<file path="config.mk">
export PLATFORM = sky130hd
export DESIGN_NAME = dbg_bus_arbiter
export DESIGN_NICKNAME = d
export VERILOG_FILES = /design/src/rtl/dbg_arb_pkg.sv /design/src/rtl/dbg_arb_fsm.sv /design/src/rtl/dbg_arb_cmd_hold.sv /design/src/rtl/dbg_arb_bus_mux.sv /design/src/rtl/dbg_bus_arbiter.sv
export SDC_FILE = /design/constraint.sdc
export NUM_CORES = 1
export LEC_CHECK = 0
export ABC_AREA = 1
export ABC_CLOCK_PERIOD_IN_PS = 1750
export CORE_MARGIN = 5
export CORE_UTILIZATION = 35
export CTS_CLUSTER_DIAMETER = 80
export DETAILED_ROUTE_END_ITERATION = 8
export PLACE_DENSITY_LB_ADDON = 0.2
export SYNTH_ARGS = -nofsm -noshare
export SYNTH_HDL_FRONTEND = slang
export SYNTH_HIERARCHICAL = 1
export SYNTH_SLANG_ARGS = --single-unit
</file>
<file path="constraint.sdc">
create_clock -name clk -period 1.75 [get_ports clk]
set_input_delay 0.2625 -clock clk [delete_from_list [all_inputs] [get_ports clk]]
set_output_delay 0.2625 -clock clk [all_outputs]
set_load 0.02 [all_outputs]
</file>
<file path="src/rtl/dbg_arb_pkg.sv">
package dbg_arb_pkg;
  typedef enum logic [2:0] {
    ST_IDLE,
    ST_REQ_STALL,
    ST_DRAIN,
    ST_DEBUG_CYCLE,
    ST_RELEASE
  } arb_state_t;

  localparam logic KIND_MEM = 1'b0;
  localparam logic KIND_REG = 1'b1;
endpackage

</file>
<file path="src/rtl/dbg_arb_fsm.sv">
module dbg_arb_fsm
  import dbg_arb_pkg::*;
(
  input  logic clk,
  input  logic rst_n,
  input  logic cmd_valid,
  input  logic cmd_kind,
  input  logic core_halted,
  input  logic core_bus_busy,
  input  logic bus_ack,
  output logic accept,
  output logic cmd_ready,
  output logic fetch_stall,
  output logic dbg_grant,
  output logic rsp_valid,
  output logic rsp_reject
);
  arb_state_t st_q, st_d;
  logic stall_q, reject_q;

  assign cmd_ready = (st_q == ST_IDLE);
  assign accept    = cmd_ready && cmd_valid;
  assign dbg_grant = (st_q == ST_DEBUG_CYCLE);
  assign rsp_valid = (st_q == ST_RELEASE);
  assign rsp_reject = rsp_valid && reject_q;
  assign fetch_stall = stall_q &&
    ((st_q == ST_REQ_STALL) || (st_q == ST_DRAIN) || (st_q == ST_DEBUG_CYCLE));

  always_comb begin
    st_d = st_q;
    unique case (st_q)
      ST_IDLE: if (accept) begin
        if (cmd_kind == KIND_REG) st_d = ST_RELEASE;
        else if (core_halted)     st_d = ST_DEBUG_CYCLE;
        else                      st_d = ST_REQ_STALL;
      end
      ST_REQ_STALL:   st_d = ST_DRAIN;
      ST_DRAIN:       if (!core_bus_busy) st_d = ST_DEBUG_CYCLE;
      ST_DEBUG_CYCLE: if (bus_ack) st_d = ST_RELEASE;
      ST_RELEASE:     st_d = ST_IDLE;
      default:        st_d = ST_IDLE;
    endcase
  end

  always_ff @(posedge clk) begin
    if (!rst_n) begin
      st_q     <= ST_IDLE;
      stall_q  <= 1'b0;
      reject_q <= 1'b0;
    end else begin
      st_q <= st_d;
      if (accept) begin
        stall_q  <= (cmd_kind == KIND_MEM) && !core_halted;
        reject_q <= (cmd_kind == KIND_REG) && !core_halted;
      end
    end
  end
endmodule

</file>
<file path="src/rtl/dbg_arb_cmd_hold.sv">
module dbg_arb_cmd_hold #(
  parameter int ADDR_W = 32,
  parameter int DATA_W = 32
) (
  input  logic              clk,
  input  logic              rst_n,
  input  logic              accept,
  input  logic              cmd_write,
  input  logic [ADDR_W-1:0] cmd_addr,
  input  logic [DATA_W-1:0] cmd_wdata,
  input  logic              capture,
  input  logic [DATA_W-1:0] bus_rdata,
  output logic              hold_write,
  output logic [ADDR_W-1:0] hold_addr,
  output logic [DATA_W-1:0] hold_wdata,
  output logic [DATA_W-1:0] hold_rdata
);
  always_ff @(posedge clk) begin
    if (!rst_n) begin
      hold_write <= 1'b0;
      hold_addr  <= '0;
      hold_wdata <= '0;
      hold_rdata <= '0;
    end else if (accept) begin
      hold_write <= cmd_write;
      hold_addr  <= cmd_addr;
      hold_wdata <= cmd_wdata;
      hold_rdata <= '0;
    end else if (capture) begin
      hold_rdata <= bus_rdata;
    end
  end
endmodule

</file>
<file path="src/rtl/dbg_arb_bus_mux.sv">
module dbg_arb_bus_mux #(
  parameter int ADDR_W = 32,
  parameter int DATA_W = 32
) (
  input  logic              sel_dbg,
  input  logic              cpu_req,
  input  logic              cpu_write,
  input  logic [ADDR_W-1:0] cpu_addr,
  input  logic [DATA_W-1:0] cpu_wdata,
  input  logic              dbg_write,
  input  logic [ADDR_W-1:0] dbg_addr,
  input  logic [DATA_W-1:0] dbg_wdata,
  output logic              bus_req,
  output logic              bus_write,
  output logic [ADDR_W-1:0] bus_addr,
  output logic [DATA_W-1:0] bus_wdata
);
  always_comb begin
    if (sel_dbg) begin
      bus_req   = 1'b1;
      bus_write = dbg_write;
      bus_addr  = dbg_addr;
      bus_wdata = dbg_wdata;
    end else begin
      bus_req   = cpu_req;
      bus_write = cpu_write;
      bus_addr  = cpu_addr;
      bus_wdata = cpu_wdata;
    end
  end
endmodule

</file>
<file path="src/rtl/dbg_bus_arbiter.sv">
module dbg_bus_arbiter #(
  parameter int ADDR_W = 32,
  parameter int DATA_W = 32
) (
  input  logic              clk,
  input  logic              rst_n,
  input  logic              cmd_valid,
  output logic              cmd_ready,
  input  logic              cmd_kind,
  input  logic              cmd_write,
  input  logic [ADDR_W-1:0] cmd_addr,
  input  logic [DATA_W-1:0] cmd_wdata,
  output logic              rsp_valid,
  output logic              rsp_reject,
  output logic [DATA_W-1:0] rsp_rdata,
  input  logic              core_halted,
  input  logic              core_bus_busy,
  output logic              fetch_stall,
  output logic              dbg_grant,
  input  logic              cpu_req,
  input  logic              cpu_write,
  input  logic [ADDR_W-1:0] cpu_addr,
  input  logic [DATA_W-1:0] cpu_wdata,
  output logic              bus_req,
  output logic              bus_write,
  output logic [ADDR_W-1:0] bus_addr,
  output logic [DATA_W-1:0] bus_wdata,
  input  logic [DATA_W-1:0] bus_rdata,
  input  logic              bus_ack
);
  logic              accept;
  logic              hold_write;
  logic [ADDR_W-1:0] hold_addr;
  logic [DATA_W-1:0] hold_wdata;
  logic [DATA_W-1:0] hold_rdata;

  dbg_arb_fsm u_fsm (
    .clk(clk), .rst_n(rst_n), .cmd_valid(cmd_valid), .cmd_kind(cmd_kind),
    .core_halted(core_halted), .core_bus_busy(core_bus_busy), .bus_ack(bus_ack),
    .accept(accept), .cmd_ready(cmd_ready), .fetch_stall(fetch_stall),
    .dbg_grant(dbg_grant), .rsp_valid(rsp_valid), .rsp_reject(rsp_reject)
  );

  dbg_arb_cmd_hold #(.ADDR_W(ADDR_W), .DATA_W(DATA_W)) u_hold (
    .clk(clk), .rst_n(rst_n), .accept(accept), .cmd_write(cmd_write),
    .cmd_addr(cmd_addr), .cmd_wdata(cmd_wdata), .capture(dbg_grant && bus_ack),
    .bus_rdata(bus_rdata), .hold_write(hold_write), .hold_addr(hold_addr),
    .hold_wdata(hold_wdata), .hold_rdata(hold_rdata)
  );

  dbg_arb_bus_mux #(.ADDR_W(ADDR_W), .DATA_W(DATA_W)) u_mux (
    .sel_dbg(dbg_grant), .cpu_req(cpu_req), .cpu_write(cpu_write),
    .cpu_addr(cpu_addr), .cpu_wdata(cpu_wdata), .dbg_write(hold_write),
    .dbg_addr(hold_addr), .dbg_wdata(hold_wdata), .bus_req(bus_req),
    .bus_write(bus_write), .bus_addr(bus_addr), .bus_wdata(bus_wdata)
  );

  assign rsp_rdata = rsp_valid ? hold_rdata : '0;
endmodule

</file>
# After elaboration in Yosys (flattened, before gate mapping)

Index checks and enable logic that the tools add are counted.

Equality and inequality tests: 7
Multiplexer cells: 11
Bitwise operators: 2
Reduce and logical (&&, ||, !) cells: 12

Operator list:

| operator             | count |
|---|---|
| $mux W32             | 3 |
| $mux W3              | 4 |
| $pmux W3 S4          | 1 |
| $eq A3 B2 Y1 const B | 2 |
| $logic_and A1 B1 Y1  | 6 |
| $ne A2 B2 Y1 const B | 2 |
| $eq A3 B1 Y1 const B | 1 |
| $eq A3 B3 Y1 const B | 1 |
| $logic_not A3 Y1     | 1 |
| $reduce_and A3 Y1    | 1 |
| $logic_or A1 B1 Y1   | 2 |
| $mux W1              | 2 |
| $mux W2              | 1 |
| $ne A2 B1 Y1 const B | 1 |
| $not A1 Y1           | 2 |
| $reduce_or A2 Y1     | 1 |
| $logic_not A1 Y1     | 1 |

Flip-flop bits (word level): 102
Input bits: 170
Output and inout port bits: 103
Word-level logic and storage cells: 39

# Depth between registers and ports, before layout

Gate-level depths: netlist (run 1).

Depth after elaboration: 4
Mapped depth: 9
Mapped depth without buffers: 7

# Modules after synthesis

The synthesis (run 1) kept the hierarchy.

By module, submodules not included:

| module           | instances | cells each | area an instance (sq um) |
|---|---|---|---|
| dbg_arb_cmd_hold | 1         | 423        | 3425.8 |
| dbg_arb_bus_mux  | 1         | 211        | 837.1 |
| dbg_arb_fsm      | 1         | 50         | 350.3 |
| dbg_bus_arbiter  | 1         | 69         | 281.5 |

# Worst setup path after synthesis (run 1)

Ideal clock, no wire load.

Path type: register -> output
Start point: reg u_fsm.st_q[2]
End point: out rsp_rdata[0]
Arrival: 1.749 ns
Slack: -0.261 ns
Cell stages (with the launch flop): 6
Buffers on the path: 1
Cell sequence: dfxtp_1 -> inv_2 -> nor3_1 -> buf_6 -> nand2_1 -> inv_1

Cells in the longest elaborated chain, start to end: 2

RTL lines:

| element                | line                  | text |
|---|---|---|
| start, declared        | dbg_arb_fsm.sv:18     | `arb_state_t st_q, st_d;` |
| start signal, assigned | dbg_arb_fsm.sv:51     | `st_q <= st_d;` |
| $eq A3 B3 Y1           | dbg_arb_fsm.sv:24     | `assign rsp_valid = (st_q == ST_RELEASE);` |
| net rsp_valid          | dbg_bus_arbiter.sv:13 | `output logic rsp_valid,` |
| $mux W32               | dbg_bus_arbiter.sv:58 | `assign rsp_rdata = rsp_valid ? hold_rdata : '0;` |
| end, declared          | dbg_bus_arbiter.sv:15 | `output logic [DATA_W-1:0] rsp_rdata,` |

The timed path passes the listed nets, and every way through them passes these cells.

# Worst setup path in the final report (run 1)

Start point: reg u_fsm.st_q[0]
End point: out bus_addr[30]

Cells in the longest elaborated chain, start to end: 2

RTL lines:

| element       | line                  | text |
|---|---|---|
| $eq A3 B2 Y1  | dbg_arb_fsm.sv:23     | `assign dbg_grant = (st_q == ST_DEBUG_CYCLE);` |
| $mux W32      | dbg_arb_bus_mux.sv:19 | `if (sel_dbg) begin` |
| end, declared | dbg_bus_arbiter.sv:26 | `output logic [ADDR_W-1:0] bus_addr,` |

Every way passes these cells.

==> flow_summary.yaml, run 1 <==
yosys:
  synth_area_leader_cell: "dfxtp_1"
  synth-seq-cells: 102
  netlist_area_sq_um: 4890
  netlist_top_cells_area: "dfxtp_1, nand2_1, nor2_1"
  synth_seq_area_share_pct: 41.7
  ys_warn_count: 6
  avgSynthCellArea_sq_um: 6.50
  syn_inst: 753
  synth_top_area_share_pct: 41.7
  synth.distinct_cells: 27
  synth_nets: 923
clocking:
  clk_pin_slew_ns: 0.07
  cts_tree: "done"
  clk_latency_ns: 0.34
  cts_inserted_buffers: 9
  clk_path_buf_depth: 2
  cts_root_buf: "clkbuf_16"
  clock-sinks: 102
  htreeDepth: 3
worst_setup_path:
  path_max_fanout: 11
  path_class: "reg2out"
  arrival_ns: 1.57
  start_kind: "flop"
  slowest_delay_ns: 0.36
  crit_slowest_cell: "dfxtp_2"
  cp_cell_sequence: "nand2_4, nor2_4, buf_12, buf_4, clkbuf_16, nand2_1, nand2_1, buf_6"
  critical_path_required_ns: 1.49
  endpoint_kind: "primary output"
  crit_top_cell: "nand2_1"
global_route:
  grt_max_degree: 38
  antenna_found_initial: 0
  grt_pass1_wl_um: 27200
  track_usage_pct: 20.7
  grt_overflow: 0
  grt_pass1_vias: 5390
outcome:
  violations: "setup timing"
  outcome: "finished with violations"
power_and_ir_drop:
  powerDensity_nw_per_um2: 1230
  ir_drop_v: 0.000770
  leakage_nw: 4.25
  power_mw: 11.0
sta:
  hold_slack_ns: 0.379
  finalCriticalPeriod_ns: 1.84
  slew_headroom_pct: 78.4
  finClkSkew_ns: 0.00655
  fin_crit_sh_pct: 105
  layout_setup_ws_ns: -0.0863
  clock.fmax_mhz: 545
  hold_viol_final: 0
  drv_slew: 0
  tightest_slew_ns: 0.325
  finalSetupViolations: 82
  grt_setup_unrepaired: "yes"
  tns_ns: -3.92
route:
  vias: 5633
  wl_per_cell_um: 14.9
  wl_um: 18500
  drt_iter0_markers: 310
  drtPass1Iterations: 4
  drc_errors: 0
  via_per_inst: 4.56
  ant_nets: 0
layout:
  fin_nets: 1221
  area_growth_pct: 83.6
  final_area_sq_um: 8990
  insertedDiodeCount: 0
  drive_gt1_share_pct: 28.2
  utilization_pct: 65.3
  final_cells: 1236
  final_common_cell: "nand2_1"
  final_cell_mix: "nand2_1, clkdlybuf4s50_1, buf_6, nor2_1, dfxtp_1"
place:
  hpwl_um: 12300
  io_buffers: 272
  post-place-cells: 1190
  placed_cell_area_sq_um: 7850
  gp_congestion: 0.806
  place_ws_ns: -0.142
die:
  fp.dieH_um: 128
  core_area_sq_um: 13800
  row_count: 43
  io_pins: 273
  fp.dieW_um: 128
  die_area_sq_um: 16400
  start_util_pct: 35.5
job:
  maxCapViolations: 0
min_path:
  hold_class: "in2reg"
[cell usage after synthesis]
cell and instances:
clkbuf_2 3, nand2_2 2, nand3_1 3, inv_1 41, nand4_1 1, nand3_2 3
inv_2 3, clkbuf_1 2, nor3_1 1, nand2_4 1, nor2_1 113, inv_4 1
dfxtp_1 102, or2_2 1, buf_8 2, nor2_2 22, a21oi_1 36, buf_6 8
o21ai_0 65, nand2_1 304, buf_1 1, nor2_4 3, buf_4 10, and3_1 1
clkinv_1 1, o21bai_2 1, buf_2 22
[path summary, 6_finish.rpt]
kind	startpoint	endpoint	slack, ns	depth (start not counted)
worst max-delay path	u_fsm/st_q[0]	bus_addr[30]	-0.09	8
worst min-delay path	rst_n	u_hold/hold_rdata[1]	0.38	4
worst max register to register	u_fsm/st_q[0]	u_hold/hold_addr[5]	0.03	10
worst min register to register	u_hold/hold_addr[27]	u_hold/hold_addr[27]	0.46	2
[power by group]
group / switching (mW) / leakage [nW] / total (mW) / internal, mW
sequential: 0.358 / 0.837 / 3.30 / 2.94
clock: 0.863 / 0.154 / 2.15 / 1.29
combinational: 2.90 / 3.25 / 5.59 / 2.69
total: 4.13 / 4.25 / 11.0 / 6.92
[worst max-delay path, delay by kind of cell, from the launching register on]
kind / cells / cell delay, ns
and+or+nand+nor: 4 / 0.30
DFF: 1 / 0.36
buffers and inverters: 4 / 0.57
[cell families (layout without fill, tap and decap cells)]
kind of cell | after synthesis | count (layout) | synth area share (%)
AOI/OAI and AO/OA | 102 | 102 | 10.6
buffers and inverters | 94 | 397 | 10.4
and+or+nand+nor | 455 | 455 | 37.4
DFF | 102 | 102 | 41.7
[metal layers]
layer / vias to the layer above / part of all wire (%) / global-route usage, %
li1: 2906 / - / -
met1: 2502 / 42 / 25.7
met2: 202 / 48 / 35.2
met3: 23 / 8.1 / 4.96
met4: 0 / 1.8 / 6.80
met5: - / 0 / 0
[sequential cells by signal, summed over array words and instances, names as in the netlist]
name               count
u_hold/hold_addr      32
u_hold/hold_rdata     32
u_hold/hold_wdata     32
u_fsm/st_q             3
u_fsm/reject_q         1
u_fsm/stall_q          1
u_hold/hold_write      1
[repair_timing]
action,CTS,global route
setup buffers,9,11
gates resized for setup,629,84
gates cloned,8,4
pin swaps,15,9
hold endpoints to repair,0,0
endpoints found under the setup margin,102,143
hold buffers,0,0
[area by class of cell]
class / count / area [sq um]
Tap cell: 180 / 225
Timing Repair Buffer: 335 / 3650
Sequential cell: 102 / 2050
Inverter: 46 / 180
Multi-Input combinational cell: 557 / 2560
Clock inverter: 6 / 85.1
Clock buffer: 10 / 239
Fill cell: 1231 / 4790
Note: power is estimated with default switching activity, not from simulation.
==> run 2: changes to the inputs <==
Settings changed: ABC_AREA 1 to not set, CORE_UTILIZATION 35 to 40.
==> run 2 against run 1 <==
The run still ends with setup timing left. Final cell count shrank 22%. Critical endpoint is now bus_wdata[7]. Maximum frequency shrank 14%. Flip-flop and latch count is the same. Via count shrank 20%. Clock power shrank 11%. Non-clock buffer count grew 20. Sequential power shrank 23%. Wire length shrank 3.1%. Setup slack lost 0.29 ns. Register-to-register slack lost 0.12 ns. Die area shrank 7.5%. Clock-buffer cell count grew 2.
==> flow_summary.yaml, run 2 <==
outcome:
  outcome: "finished with violations"
  violations: "setup timing"
power_and_ir_drop:
  power_mw: 6.13
  ir_drop_v: 0.000404
  powerDensity_nw_per_um2: 661
  leakage_nw: 3.88
yosys:
  synth_nets: 622
  avgSynthCellArea_sq_um: 11.4
  synth_top_area_share_pct: 39.7
  synthFlopType: "dfxtp_1"
  syn_inst: 452
  ys_async_sr_fraction_pct: 0
  ys_warn_count: 6
  synth_seq_area_share_pct: 39.7
  synth_area_leader_cell: "dfxtp_1"
  yosysMostFrequentCell: "dfxtp_1"
  netlist_area_sq_um: 5140
  synth_edf_count: 0
  synth-seq-cells: 102
  synth.distinct_cells: 30
  netlist_top_cells_area: "dfxtp_1, mux2i_1, mux2_4"
  synthTopCellsByCount: "dfxtp_1, mux2i_1, nor2b_1, mux2_4, nor2_1"
global_route:
  track_usage_pct: 21.1
  grt_overflow: 0
  grt_max_degree: 39
  grt_pass1_vias: 4800
  grt_pass1_wl_um: 24600
  antenna_found_initial: 1
die:
  io_pins: 273
  core_area_sq_um: 12600
  die_area_sq_um: 15200
  row_count: 41
  fp.dieW_um: 123
  start_util_pct: 40.7
  fp.dieH_um: 123
route:
  wl_um: 17900
  drtPass1Iterations: 6
  drt_iter0_markers: 172
  via_per_inst: 4.69
  drc_errors: 0
  vias: 4520
  wl_per_cell_um: 18.6
  ant_nets: 0
clocking:
  clock-sinks: 102
  cts_tree: "done"
  ctsHoldBuffers: 0
  cts_root_buf: "clkbuf_16"
  clk_latency_ns: 0.34
  htreeDepth: 3
  clk_pin_slew_ns: 0.07
  cts_inserted_buffers: 9
  clk_path_buf_depth: 2
layout:
  final_cells: 963
  largestRegisters: "u_hold/hold_addr: 32 flops, u_hold/hold_rdata: 32 flops, u_hold/hold_wdata: 32 flops"
  drive_gt1_share_pct: 40.0
  fin_nets: 957
  final_cell_mix: "clkdlybuf4s50_1, buf_6, dfxtp_1, mux2i_1, nor2b_1"
  area_growth_pct: 80.5
  utilization_pct: 73.5
  final_common_cell: "clkdlybuf4s50_1"
  final_area_sq_um: 9280
worst_setup_path:
  endpoint_kind: "primary output"
  r2r_slack_ns: -0.09
  critical_path_required_ns: 1.49
  arrival_ns: 1.87
  rr_startpoint: "u_fsm/st_q[0]"
  r2r_end: "u_hold/hold_wdata[18]"
  ff2ff_path_depth: 8
  path_max_fanout: 4
  start_kind: "flop"
  path_class: "reg2out"
min_path:
  min_from: "rst_n"
  hold_path_depth: 3
  hold_class: "in2reg"
  holdPathEnd: "u_fsm/stall_q"
place:
  post-place-cells: 884
  hpwl_um: 11600
  gp_congestion: 0.751
  placed_cell_area_sq_um: 8060
  io_buffers: 272
sta:
  finClkSkew_ns: 0.00699
  clock.fmax_mhz: 470
  drv_slew: 0
  tightest_slew_ns: 0.375
  hold_viol_final: 0
  tns_ns: -23.48
  layout_setup_ws_ns: -0.378
  finalSetupViolations: 121
  fin_crit_sh_pct: 122
  slew_headroom_pct: 75.0
  finalCriticalPeriod_ns: 2.13
  grt_setup_unrepaired: "yes"
job:
  maxCapViolations: 0
## run 2: final cells by class
cell class	count	area, sq um
clock buffers	12	236
flip-flops and latches	102	2050
clock inverters	2	35.0
fillers	906	3340
well taps	172	215
multi-input cells	319	3020
repair buffers	355	3720
diodes	1	2.50
## run 2: worst max-delay path: stages (launching register included)
cell     delay, ns
dfxtp_2       0.34
nand2_2       0.07
nor2_4        0.16
buf_6         0.15
buf_12        0.10
buf_6         0.09
buf_6         0.09
buf_6         0.10
mux2_4        0.29
buf_6         0.13
## run 2: repair_timing
item                       in CTS  in global routing
setup endpoints to repair     102                133
pin swaps                       1                  5
cloned                          7                  6
gates resized for setup       538                146
setup buffers                  38                 21
## run 2: metal layers
metal	wire length (um)	track usage [%]	up-vias	part of all wire, %
li1	-	-	2201	-
met3	1420	7.00	30	7.9
met1	6610	22.4	2123	37
met5	0	0	-	0
met2	9410	38.4	166	53
met4	438	7.96	0	2.4
## run 2: cells by family after synthesis
group / after synthesis / share of synthesized area [%]
flip-flops: 102 / 39.7
AO/OA/AOI/OAI: 3 / 0.584
buffers and inverters: 32 / 5.02
AND/OR/NAND/NOR: 150 / 18.1
multiplexers: 165 / 36.6
## run 2: metrics by stage
stage	hold slack (ns)	worst slack, ns
after floorplan	0.408	0.0448
after global placement	0.440	-0.240
after detailed placement	0.450	-0.272
after CTS	0.306	-0.471
after global routing	0.331	-0.450
final	0.315	-0.378
## run 2: worst max path at each step
stage,from,slack (ns),to,cells after the start
detailed placement,u_fsm/st_q[1],-0.27,bus_addr[31],5
global placement,u_fsm/st_q[0],-0.24,bus_addr[31],5
global route,u_fsm/st_q[0],-0.45,bus_wdata[7],9
finish,u_fsm/st_q[1],-0.38,bus_wdata[7],9
floorplan,u_fsm/st_q[0],0.04,bus_addr[0],5
CTS,u_fsm/st_q[0],-0.47,bus_wdata[6],10
## run 2: power breakdown
group          leakage, nW  switching, mW  internal [mW]
combinational         2.92          0.640           1.02
clock                0.133          0.831           1.09
sequential           0.834         0.0866           2.46
==> run 3: changes to the inputs <==
Settings changed: MAX_ROUTING_LAYER set to met4.
==> run 3 against run 2 <==
Critical path depth unchanged. Global-route usage up 0.52 points. The run still ends with setup timing left. Flip-flop and latch count unchanged. Power about the same. Hold slack better by 0.00052 ns. Non-clock buffer count unchanged. First-iteration DRC count down 0.58%. Core utilization about the same.
==> flow_summary.yaml, run 3 (synthesized netlist as in run 2, its figures left out) <==
outcome:
  outcome: "finished with violations"
  violations: "setup timing"
worst_setup_path:
  ff2ff_path_depth: 8
  arrival_ns: 1.87
  r2r_end: "u_hold/hold_wdata[18]"
  path_max_fanout: 4
  path_class: "reg2out"
  start_kind: "flop"
  endpoint_kind: "primary output"
  critical_path.startpoint: "u_fsm/st_q[1]"
  rr_startpoint: "u_fsm/st_q[0]"
  critical_path_required_ns: 1.49
  r2r_slack_ns: -0.10
layout:
  final_cell_mix: "clkdlybuf4s50_1, buf_6, dfxtp_1, mux2i_1, nor2b_1"
  fin_nets: 957
  drive_gt1_share_pct: 39.9
  final_area_sq_um: 9280
  area_growth_pct: 80.6
  largestRegisters: "u_hold/hold_addr: 32 flops, u_hold/hold_rdata: 32 flops, u_hold/hold_wdata: 32 flops"
  n_fill_cell: 901
  utilization_pct: 73.5
  final_common_cell: "clkdlybuf4s50_1"
route:
  via_per_inst: 4.69
  ant_nets: 0
  vias: 4519
  wl_um: 17900
  wl_per_cell_um: 18.6
  drc_errors: 0
  drtPass1Iterations: 4
  drt_iter0_markers: 171
power_and_ir_drop:
  powerDensity_nw_per_um2: 660
  leakage_nw: 3.88
  power_frac_seq_pct: 41.5
  internal_power_mw: 4.57
  p_comb_share_pct: 27.1
  ir_drop_v: 0.000403
  power_mw: 6.13
  netSwitchingPower_mw: 1.55
  p_sw_share_pct: 25.4
  power.share.clock_pct: 31.4
global_route:
  track_usage_pct: 21.6
  grt_overflow: 0
  antenna_found_initial: 1
  grt_pass1_wl_um: 24500
  grt_max_degree: 39
  grt_pass1_vias: 4806
min_path:
  hold_class: "in2reg"
  holdPathEnd: "u_fsm/stall_q"
  hold_path_depth: 3
  min_from: "rst_n"
clocking:
  ctsHoldBuffers: 0
  cts_inserted_buffers: 9
  htreeDepth: 3
  clk_latency_ns: 0.34
  clk_pin_slew_ns: 0.07
  cts_root_buf: "clkbuf_16"
  cts_tree: "done"
  clock-sinks: 102
  clk_path_buf_depth: 2
place:
  hpwl_um: 11600
  io_buffers: 272
  placed_cell_area_sq_um: 8060
  gp_congestion: 0.760
die:
  io_pins: 273
  row_count: 41
  start_util_pct: 40.7
  fp.dieH_um: 123
  die_area_sq_um: 15200
  core_area_sq_um: 12600
  fp.dieW_um: 123
job:
  maxCapViolations: 0
sta:
  clock.fmax_mhz: 470
  layout_setup_ws_ns: -0.378
  grt_setup_unrepaired: "yes"
  fin_crit_sh_pct: 122
  finClkSkew_ns: 0.00647
  finalCriticalPeriod_ns: 2.13
  finalSetupViolations: 126
  tightest_slew_ns: 0.376
  drv_slew: 0
  hold_viol_final: 0
  slew_headroom_pct: 75.0
run 3: cell types whose count changed in the layout (fill, tap and decap cells not counted):
cell | before | now
dlygate4sd1_1 | 0 | 1
clkbuf_2 | 1 | 0
run 3: critical path: stages (launching register included):
cell	delay, ns
dfxtp_2	0.34
nand2_2	0.07
nor2_4	0.16
buf_6	0.15
buf_12	0.10
buf_6	0.09
buf_6	0.09
buf_6	0.10
mux2_4	0.29
buf_6	0.13
run 3: layout make-up:
class | instances | area (sq um) | area share (%)
clock inverter | 2 | 35.0 | 0.378
antenna | 1 | 2.50 | 0.0270
timing repair buffer | 355 | 3720 | 40.1
sequential | 102 | 2050 | 22.0
clock buffer | 12 | 236 | 2.55
multi-input combinational | 319 | 3020 | 32.5
tap | 172 | 215 | 2.32
run 3: how the worst max path moves through the flow:
stage | end | slack, ns | cells after the start
2_1_floorplan | bus_addr[0] | 0.04 | 5
3_3_place_gp | bus_addr[31] | -0.24 | 5
3_5_place_dp | bus_addr[31] | -0.27 | 5
4_1_cts | bus_wdata[6] | -0.47 | 10
5_1_grt | bus_wdata[7] | -0.45 | 9
6_report | bus_wdata[7] | -0.38 | 9
run 3: routing by layer:
layer	part of all wire, %	track usage [%]	routed length (um)
met4	2.6	7.96	471
met3	7.3	5.95	1300
met1	38	22.7	6730
met5	0	-	0
met2	52	38.5	9360
run 3: per-stage QoR:
stage | worst slack [ns] | instances | hold slack (ns) | setup TNS, ns
after floorplan | 0.0448 | 452 | 0.408 | 0
after global placement | -0.240 | 884 | 0.440 | -19.94
after detailed placement | -0.272 | 884 | 0.450 | -22.83
after CTS | -0.471 | 943 | 0.306 | -21.84
after global routing | -0.449 | 963 | 0.332 | -37.66
final | -0.378 | 963 | 0.316 | -23.53
run 3: timing repair:
item / in CTS / in global routing
resized for setup: 538 / 145
setup endpoints to repair: 102 / 132
pin swaps: 1 / 5
endpoints found under the hold margin: 0 / 0
buffers inserted: 38 / 21
cloned: 7 / 6
run 3: power by group through the flow:
| stage | combinational [mW] | clock, mW | sequential (mW) |
|---|---|---|---|
| floorplan | 0.774 | 0 | 2.56 |
| global placement | 1.44 | 0 | 2.58 |
| detailed placement | 1.47 | 0 | 2.59 |
| CTS | 1.52 | 1.96 | 2.54 |
| global route | 1.76 | 2.07 | 2.56 |
| finish | 1.66 | 1.92 | 2.55 |
